--- src/rtl/bic_pkg.sv ---
package bic_pkg;

   localparam int REG_IDX_W = 4;
   localparam int IMM12_W   = 12;

   typedef struct packed {
      logic n;
      logic z;
      logic c;
      logic v;
   } nzcv_t;

   typedef struct packed {
      logic                 hit;
      logic                 wide;
      logic                 s;
      logic [REG_IDX_W-1:0] rn;
      logic [REG_IDX_W-1:0] rd;
      logic [IMM12_W-1:0]   imm12;
   } dec_t;

endpackage

--- src/rtl/bic_decode.sv ---
module bic_decode
   import bic_pkg::*;
#(
   parameter bit WIDE_EN = 1'b1
) (
   input  logic [31:0] instr,
   input  logic        enc_sel,
   output dec_t        dec
);

   dec_t fix_d;
   dec_t pair_d;

   // fixed layout: condition nibble on top, opcode bits below it
   always_comb begin
      fix_d.hit   = (instr[31:28] != 4'hF) && (instr[27:21] == 7'b0011110);
      fix_d.wide  = 1'b0;
      fix_d.s     = instr[20];
      fix_d.rn    = instr[19:16];
      fix_d.rd    = instr[15:12];
      fix_d.imm12 = instr[11:0];
   end

   generate
      if (WIDE_EN) begin : g_pair
         always_comb begin
            pair_d.hit   = (instr[31:27] == 5'b11110) && (instr[25:21] == 5'b00001)
                           && !instr[15];
            pair_d.wide  = 1'b1;
            pair_d.s     = instr[20];
            pair_d.rn    = instr[19:16];
            pair_d.rd    = instr[11:8];
            pair_d.imm12 = {instr[26], instr[14:12], instr[7:0]};
         end
      end else begin : g_no_pair
         always_comb pair_d = '0;
      end
   endgenerate

   assign dec = enc_sel ? pair_d : fix_d;

endmodule

--- src/rtl/bic_xpand_rot.sv ---
module bic_xpand_rot #(
   parameter int XLEN = 32
) (
   input  logic [11:0]     imm12,
   input  logic            cin,
   output logic [XLEN-1:0] imm,
   output logic            cout
);

   localparam int ROT_W = $clog2(XLEN);

   logic [XLEN-1:0]  base;
   logic [ROT_W-1:0] amt;

   assign base = XLEN'(imm12[7:0]);
   assign amt  = ROT_W'({imm12[11:8], 1'b0});
   assign imm  = (base >> amt) | (base << (XLEN - int'(amt)));
   assign cout = (imm12[11:8] == 4'd0) ? cin : imm[XLEN-1];

endmodule

--- src/rtl/bic_xpand_wide.sv ---
module bic_xpand_wide #(
   parameter int XLEN = 32
) (
   input  logic [11:0]     imm12,
   input  logic            cin,
   output logic [XLEN-1:0] imm,
   output logic            cout
);

   localparam int ROT_W = $clog2(XLEN);

   logic [7:0]       b;
   logic [XLEN-1:0]  seed;
   logic [ROT_W-1:0] amt;
   logic [XLEN-1:0]  rot;

   assign b    = imm12[7:0];
   assign seed = XLEN'({1'b1, imm12[6:0]});
   assign amt  = ROT_W'(imm12[11:7]);
   assign rot  = (seed >> amt) | (seed << (XLEN - int'(amt)));

   always_comb begin
      if (imm12[11:10] == 2'b00) begin
         cout = cin;
         unique case (imm12[9:8])
            2'b00:   imm = {24'h0, b};
            2'b01:   imm = {8'h0, b, 8'h0, b};
            2'b10:   imm = {b, 8'h0, b, 8'h0};
            default: imm = {b, b, b, b};
         endcase
      end else begin
         imm  = rot;
         cout = rot[XLEN-1];
      end
   end

endmodule

--- src/rtl/bic_imm_unit.sv ---
module bic_imm_unit
   import bic_pkg::*;
#(
   parameter int XLEN    = 32,
   parameter int PC_REG  = 15,
   parameter bit WIDE_EN = 1'b1
) (
   input  logic        clk,
   input  logic        rst,
   input  logic        in_valid,
   input  logic [31:0] instr,
   input  logic        enc_sel,
   input  logic [3:0]  flags_in,
   input  logic        cond_pass,
   output logic [3:0]  rn_idx,
   input  logic [31:0] rn_data,
   output logic        out_valid,
   output logic        rf_we,
   output logic [3:0]  rf_waddr,
   output logic [31:0] res_data,
   output logic        flag_we,
   output logic [3:0]  flags_out,
   output logic        pc_we,
   output logic        exc_ret,
   output logic        unpred
);

   localparam logic [REG_IDX_W-1:0] PC_IDX = REG_IDX_W'(PC_REG);

   // elaboration-time parameter checks
   generate
      if (XLEN != 32) begin : g_bad_xlen
         $error("bic_imm_unit: both encodings fix the data width at 32");
      end
      if (PC_REG < 0 || PC_REG >= (1 << REG_IDX_W)) begin : g_bad_pc
         $error("bic_imm_unit: PC_REG must be a valid register index");
      end
   endgenerate

   dec_t            dec;
   nzcv_t           fl_cur;
   nzcv_t           fl_new;
   logic [XLEN-1:0] imm_fix;
   logic [XLEN-1:0] imm_pair;
   logic [XLEN-1:0] imm_sel;
   logic            c_fix;
   logic            c_pair;
   logic            c_sel;
   logic [XLEN-1:0] result;
   logic            rd_is_pc;
   logic            rn_is_pc;
   logic            bad_enc;
   logic            commit;
   logic            nx_rf_we;
   logic            nx_pc_we;
   logic            nx_exc;
   logic            nx_flag_we;
   logic            nx_unpred;

   bic_decode #(.WIDE_EN(WIDE_EN)) u_dec (
      .instr   (instr),
      .enc_sel (enc_sel),
      .dec     (dec)
   );

   assign fl_cur = nzcv_t'(flags_in);
   assign rn_idx = dec.rn;

   bic_xpand_rot #(.XLEN(XLEN)) u_xfix (
      .imm12 (dec.imm12),
      .cin   (fl_cur.c),
      .imm   (imm_fix),
      .cout  (c_fix)
   );

   generate
      if (WIDE_EN) begin : g_xpair
         bic_xpand_wide #(.XLEN(XLEN)) u_xpair (
            .imm12 (dec.imm12),
            .cin   (fl_cur.c),
            .imm   (imm_pair),
            .cout  (c_pair)
         );
      end else begin : g_no_xpair
         assign imm_pair = '0;
         assign c_pair   = 1'b0;
      end
   endgenerate

   assign imm_sel = dec.wide ? imm_pair : imm_fix;
   assign c_sel   = dec.wide ? c_pair   : c_fix;
   assign result  = rn_data & ~imm_sel;

   assign rd_is_pc = (dec.rd == PC_IDX);
   assign rn_is_pc = (dec.rn == PC_IDX);
   assign bad_enc  = dec.wide && (rd_is_pc || rn_is_pc);
   assign commit   = in_valid && dec.hit && cond_pass;

   assign nx_rf_we   = commit && !bad_enc && !rd_is_pc;
   assign nx_pc_we   = commit && !dec.wide && rd_is_pc && !dec.s;
   assign nx_exc     = commit && !dec.wide && rd_is_pc && dec.s;
   assign nx_flag_we = nx_rf_we && dec.s;
   assign nx_unpred  = in_valid && dec.hit && bad_enc;

   always_comb begin
      if (nx_flag_we) begin
         fl_new.n = result[XLEN-1];
         fl_new.z = (result == '0);
         fl_new.c = c_sel;
         fl_new.v = fl_cur.v;
      end else begin
         fl_new = fl_cur;
      end
   end

   always_ff @(posedge clk) begin
      if (rst) begin
         out_valid <= 1'b0;
         rf_we     <= 1'b0;
         rf_waddr  <= '0;
         res_data  <= '0;
         flag_we   <= 1'b0;
         flags_out <= '0;
         pc_we     <= 1'b0;
         exc_ret   <= 1'b0;
         unpred    <= 1'b0;
      end else begin
         out_valid <= in_valid;
         rf_we     <= nx_rf_we;
         flag_we   <= nx_flag_we;
         pc_we     <= nx_pc_we;
         exc_ret   <= nx_exc;
         unpred    <= nx_unpred;
         if (in_valid) begin
            rf_waddr  <= dec.rd;
            res_data  <= result;
            flags_out <= fl_new;
         end
      end
   end

endmodule

--- config.mk ---
export PLATFORM = sky130hd
export DESIGN_NAME = bic_imm_unit
export DESIGN_NICKNAME = d
export VERILOG_FILES = /design/src/rtl/bic_pkg.sv /design/src/rtl/bic_decode.sv /design/src/rtl/bic_xpand_rot.sv /design/src/rtl/bic_xpand_wide.sv /design/src/rtl/bic_imm_unit.sv
export SDC_FILE = /design/constraint.sdc
export NUM_CORES = 1
export LEC_CHECK = 0
export ABC_AREA = 1
export BUFFER_PORTS_ARGS = -buffer_cell sky130_fd_sc_hd__buf_2
export CAP_MARGIN = 10
export CORE_MARGIN = 2
export CORE_UTILIZATION = 40
export CTS_CLUSTER_SIZE = 12
export DETAILED_ROUTE_END_ITERATION = 8
export PLACE_DENSITY = 0.69
export SYNTH_ARGS = -nofsm -noshare
export SYNTH_HDL_FRONTEND = slang
export SYNTH_SLANG_ARGS = --single-unit
export TNS_END_PERCENT = 5
--- constraint.sdc ---
create_clock -name clk -period 5.04 [get_ports clk]
set_input_delay 0.252 -clock clk [delete_from_list [all_inputs] [get_ports clk]]
set_output_delay 0.252 -clock clk [all_outputs]
set_load 0.02 [all_outputs]
# Yosys cells after proc, flatten, opt, wreduce, memory -nomap -nowiden
# Index checks and enable logic that the tools add are counted.
[totals]
register_bits = 46
inputBits = 73
output_inout_bits = 50
[op_classes]
add_sub_neg = 2
eq_ne = 8
n_shift = 4
n_mux = 8
bitwise_logic = 4
reduce_logical = 24
[ops]
columns = ["op", "count"]
rows = [
  ["32-bit case mux with 3 select lines", 1],
  ["32-bit 2-to-1 mux", 2],
  ["32-bit bitwise OR", 2],
  ["8-bit by 32-bit left shift with 32-bit output", 2],
  ["8-bit by 5-bit right shift with 32-bit output", 2],
  ["32-bit bitwise AND", 1],
  ["32-bit zero test", 1],
  ["32-bit NOT", 1],
  ["23-bit 2-to-1 mux", 1],
  ["1-bit logical AND", 14],
  ["6-bit by 5-bit subtractor with 7-bit output (first input constant)", 2],
  ["4-bit == test (second input constant)", 2],
  ["7-bit by 5-bit == test with 1-bit output (second input constant)", 1],
  ["5-bit by 1-bit == test with 1-bit output (second input constant)", 1],
  ["5-bit == test (second input constant)", 1],
  ["1-bit zero test", 5],
  ["2-bit zero test", 2],
  ["4-bit zero test", 1],
  ["4-bit 2-to-1 mux", 1],
  ["4-bit inequality test (second input constant)", 1],
  ["1-bit 2-to-1 mux", 3],
  ["2-bit by 1-bit == test with 1-bit output (second input constant)", 1],
  ["2-bit == test (second input constant)", 1],
  ["1-bit logical OR", 1],
]

# Depth between registers and ports, before layout
[depth]
depth_word = 13
depth_mapped = 25
ltp_nobuf = 21

# Cells and area by module
# A second synthesis with hierarchy kept.
[unflattened]
cells_unflattened = 804
hier_area_um2 = 4655.7
[by_module_without_submodules]
columns = ["mod", "instances", "cells_each", "area_per_inst_um2"]
rows = [
  ["bic_imm_unit", 1, 310, 2217.1],
  ["bic_xpand_wide", 1, 247, 1233.7],
  ["bic_xpand_rot", 1, 183, 877.1],
  ["bic_decode", 1, 64, 327.8],
]

# Worst setup path before layout
# OpenSTA, ideal clock, no wires.
[synth_timing]
path_kind = "input-to-reg"
start = "in enc_sel"
end = "reg flags_out[2]"
setup_ns = 0.070
arrival_time_ns = 2.428
setup_slack_ns = 2.543
stages = 23
n_path_buf = 4
path_cell_list = "inv_2 buf_6 nand2_1 nand2_2 buf_6 ha_1 buf_2 inv_1 clkbuf_1 nand3_1 nand2_1 nand3_1 nand2_1 nand2_1 nand2_1 nand2_1 nand2_1 nand2_1 nor2_1 nand2_1 nor2_1 nand3_1 a21oi_1"
[synth_via]
elab_chain_len = 10
word_cells_on_any_way = 30
classes_between = "2 x add/sub; 3 x eq/ne; 4 x shift; 5 x mux; 4 x bitwise; 12 x reduce/logical"
[synth_lines]
columns = ["item", "line_no", "source"]
rows = [
  ["from (decl)", "bic_imm_unit.sv:12", "input logic enc_sel,"],
  ["23-bit 2-to-1 mux (*)", "bic_decode.sv:40", "assign dec = enc_sel ? pair_d : fix_d;"],
  ["6-bit by 5-bit subtractor with 7-bit output", "bic_xpand_wide.sv:20", "assign rot = (seed >> amt) | (seed << (XLEN - int'(amt)));"],
  ["8-bit by 32-bit left shift with 32-bit output", "bic_xpand_wide.sv:20", ""],
  ["32-bit bitwise OR", "bic_xpand_wide.sv:20", ""],
  ["32-bit 2-to-1 mux", "bic_xpand_wide.sv:23", "if (imm12[11:10] == 2'b00) begin"],
  ["32-bit 2-to-1 mux", "bic_imm_unit.sv:90", "assign imm_sel = dec.wide ? imm_pair : imm_fix;"],
  ["32-bit NOT", "bic_imm_unit.sv:92", "assign result = rn_data & ~imm_sel;"],
  ["32-bit bitwise AND", "bic_imm_unit.sv:92", ""],
  ["32-bit zero test", "bic_imm_unit.sv:108", "fl_new.z = (result == '0);"],
  ["4-bit 2-to-1 mux (*)", "bic_imm_unit.sv:106", "if (nx_flag_we) begin"],
  ["to (signal assigned)", "bic_imm_unit.sv:137", "flags_out <= fl_new;"],
  ["to (decl)", "bic_imm_unit.sv:22", "output logic [3:0] flags_out,"],
]
# Mark *: on every way between the ends. The rest lies on a longest branch, timed or not.
# A chain may end at the register's enable or synchronous reset.

# Final worst setup path
# Same ends and word-level chain as after synthesis.

==> run summary <==
====================================================================================
Status ................................................................ finished clean
Worst-case reg-to-reg path depth ......................................            2
Reg clk slew, reported paths ..........................................        60 ps
CTS Root Cell .........................................................    clkbuf_16
Total congestion overflow after global routing ........................            0
Detailed-route wire length ............................................     17000 µm
FP Rows ...............................................................           38
Area added between synthesis and finish ...............................        15.1%
Gr usage total ........................................................        27.1%
Violation count after the first detailed-route iteration ..............          484
Worst skew pair latency ...............................................       290 ps
Via/cell ratio ........................................................         5.32
H-tree depth ..........................................................            2
Data arrival time of the worst path ...................................      3760 ps
RR Endpoint ........................................................... res_data[27]
Syn_area_per_cell .....................................................     5.47 µm²
Smallest hold slack ...................................................       138 ps
Max Buffers Root-to-Sink ..............................................            2
Total CTS buffers .....................................................            5
Power per standard cell area ..........................................   246 nW/µm²
Gate count of the mapped netlist ......................................          834
Starting Density ......................................................        41.5%
Type of the worst min-delay path ...................................... primary input to register
Class of the most critical setup path ................................. primary input to register
Diode insertion count for antenna repair ..............................            0
CTS sink count ........................................................           46
EDFF count, synth .....................................................            0
Largest net degree at the start of global routing .....................           72
Die area ..............................................................    12300 µm²
Required time at the endpoint of the critical path ....................      5260 ps
Async SR Flop Fraction ................................................           0%
Final setup skew ......................................................         0 ps
Placement Setup Slack .................................................      1270 ps
Number of buffers inserted for hold repair after clock tree synthesis .            0
End of the critical path .............................................. flags_out[2]
Portion of the post-synthesis area used by sequential elements ........        20.2%
Biggest fanout along the worst timing path ............................           40
Final Setup Violations ................................................            0
Height of the chip ....................................................       111 µm
Routed wirelength normalized by instance count ........................      16.0 µm
Fraction of layout cells with a size suffix above 1 ...................        17.8%
Number of nets in the layout ..........................................         1002
Net count after synthesis .............................................          915
Count of synthesis-stage warnings from yosys ..........................            0
Final critical-path setup slack .......................................      1510 ps
Critical register-to-register path startpoint ......................... res_data[27]
First-pass GRT wire length ............................................     27000 µm
Number of nets with antenna violations after routing ..................            0
Leakage Power .........................................................      2.91 nW
Number of global-route vias before repair .............................         5156
Number of buffers added on ports ......................................          122
Post-Syn Area .........................................................     4560 µm²
Number of antenna violations at the first check in global routing .....            0
Worst hold path depth .................................................            2
Launch point of the worst hold path ...................................    instr[20]
Final count of hold timing violations .................................            0
Final cycle utilization of the critical path ..........................        70.1%
Count of maximum capacitance violations ...............................            0
Timing startpoint of the critical path ................................      enc_sel
Total negative slack ..................................................         0 ps
Transition at the pin with the smallest max-transition slack ..........       866 ps
Post-CTS Setup Inserts ................................................            0
Vias after detailed routing ...........................................         5652
Number of flip-flops and latches in the synthesized netlist ...........           46
Largest vdd supply drop ...............................................       219 µV
Area of the core region ...............................................    11000 µm²
Top flip-flop cell by instance count after synthesis ..................      dfxtp_1
Setup crit end kind ...................................................     register
Gates resized, CTS repair .............................................            0
Final weighted congestion in routability-driven placement .............         1.01
Distinct cells, synth .................................................           32
Length of the first detailed-routing pass in iterations ...............            5
Setup repair after global routing missed its margin ...................        false
Peak clock frequency supported by timing ..............................      283 MHz
Worst setup SP type ................................................... primary input
Worst slew margin relative to its limit ...............................        42.2%
CTS tree ..............................................................        built
Final critical delay including setup and external delays ..............      3530 ps
R2R setup slack .......................................................      4320 ps
Top-level port count ..................................................          123
DRC violation count after routing .....................................            0
Half-perimeter wire length of the detailed placement result ...........     13100 µm
Die boundary width ....................................................       111 µm
Final Slew Violations .................................................            0
====================================================================================
cells in the final DEF (no fill, tap or decap), drive strengths merged:
master    netlist  final
nor3            2      2
clkinvlp        0      1
o22ai           1      1
nor3b           1      1
inv            58     59
o21ai          62     62
clkinv          0      1
a21boi          8      8
dfxtp          46     46
nand4           8      8
or4             1      1
ha              8      8
a21oi          56     56
o211ai          2      2
a211oi          1      1
nor2           77     77
buf            25    125
clkbuf         20      5
o21a            7      7
nand2         356    356
nand3          95     95
worst max-delay path, stage by stage:
cell     delay, ps
buf_2          590
inv_2           60
nand2_1         90
nand2_2        250
ha_1           730
inv_1          290
nand2_1        140
nand2_1         60
nand2_1         50
nand2_1         80
nor2_1         180
nand3_1        170
nand3_1        210
nand3_1         90
nor2_1         110
nand2_1         70
nor2_1          90
nand3_1         70
a21oi_1        130
flip-flops by register name (all words and copies together), names as in the netlist:
| name | count |
|---|---|
| res_data | 32 |
| flags_out | 4 |
| rf_waddr | 4 |
| exc_ret | 1 |
| flag_we | 1 |
| out_valid | 1 |
| pc_we | 1 |
| rf_we | 1 |
| unpred | 1 |
cell families after synthesis:
logic type / share of synthesized area (%)
buf+inv: 10.8
compound gates: 16.1
fa+ha+maj: 2.20
flops: 20.2
simple gates: 50.8
area by class of cell:
class / instances / area (µm²)
well taps: 140 / 175
inverters: 58 / 223
clock buffers: 5 / 125
clock inverters: 3 / 25.0
flip-flops and latches: 46 / 921
repair buffers: 125 / 633
fillers: 1244 / 5740
multi-input cells: 685 / 3150
worst min path at each step:
stage | to | slack (ps)
6_report | pc_we | 140
5_1_grt | pc_we | 140
3_3_place_gp | pc_we | 440
2_1_floorplan | pc_we | 320
4_1_cts | pc_we | 130
3_5_place_dp | pc_we | 440
through the flow:
stage,instances,power (mW),instance area [µm²],util (%)
4_1_cts,1062,1.29,5250,47.8
6_report,1062,1.29,5250,47.8
5_1_grt,1062,1.38,5250,47.8
3_3_place_gp,1054,0.955,5100,46.4
2_1_floorplan,834,0.797,4560,-
3_5_place_dp,1054,0.952,5100,46.4
synth_stat cells, types with 2 or more instances:
| master | number | area share [%] |
|---|---|---|
| a21boi_0 | 8 | 1.3 |
| a21oi_1 | 56 | 6.1 |
| buf_1 | 3 | 0.25 |
| buf_2 | 5 | 0.55 |
| buf_4 | 9 | 1.5 |
| buf_6 | 8 | 2.0 |
| clkbuf_1 | 20 | 1.6 |
| dfxtp_1 | 46 | 20 |
| ha_1 | 8 | 2.2 |
| inv_1 | 54 | 4.4 |
| inv_2 | 3 | 0.25 |
| nand2_1 | 339 | 28 |
| nand2_2 | 12 | 1.6 |
| nand2_4 | 4 | 0.99 |
| nand3_1 | 92 | 10 |
| nand3_2 | 3 | 0.66 |
| nand4_1 | 8 | 1.1 |
| nor2_1 | 70 | 5.8 |
| nor2_2 | 3 | 0.41 |
| nor2_4 | 3 | 0.74 |
| nor3_1 | 2 | 0.22 |
| o211ai_1 | 2 | 0.33 |
| o21a_1 | 7 | 1.2 |
| o21ai_0 | 60 | 6.6 |
| o21ai_1 | 2 | 0.22 |
power by group:
part	switching [mW]	total (mW)	internal (mW)	leakage [nW]
sequential	0.0114	0.400	0.388	0.381
clock	0.148	0.334	0.186	0.0704
combinational	0.393	0.557	0.164	2.46
metal layers:
metal | part of all wire [%] | GRT usage [%] | up-vias
li1 | - | - | 2854
met1 | 44 | 36.5 | 2484
met2 | 44 | 43.0 | 272
met3 | 8.5 | 5.03 | 42
met4 | 3.7 | 10.2 | 0
met5 | 0 | 0 | -
(Power assumes the default switching activity.)
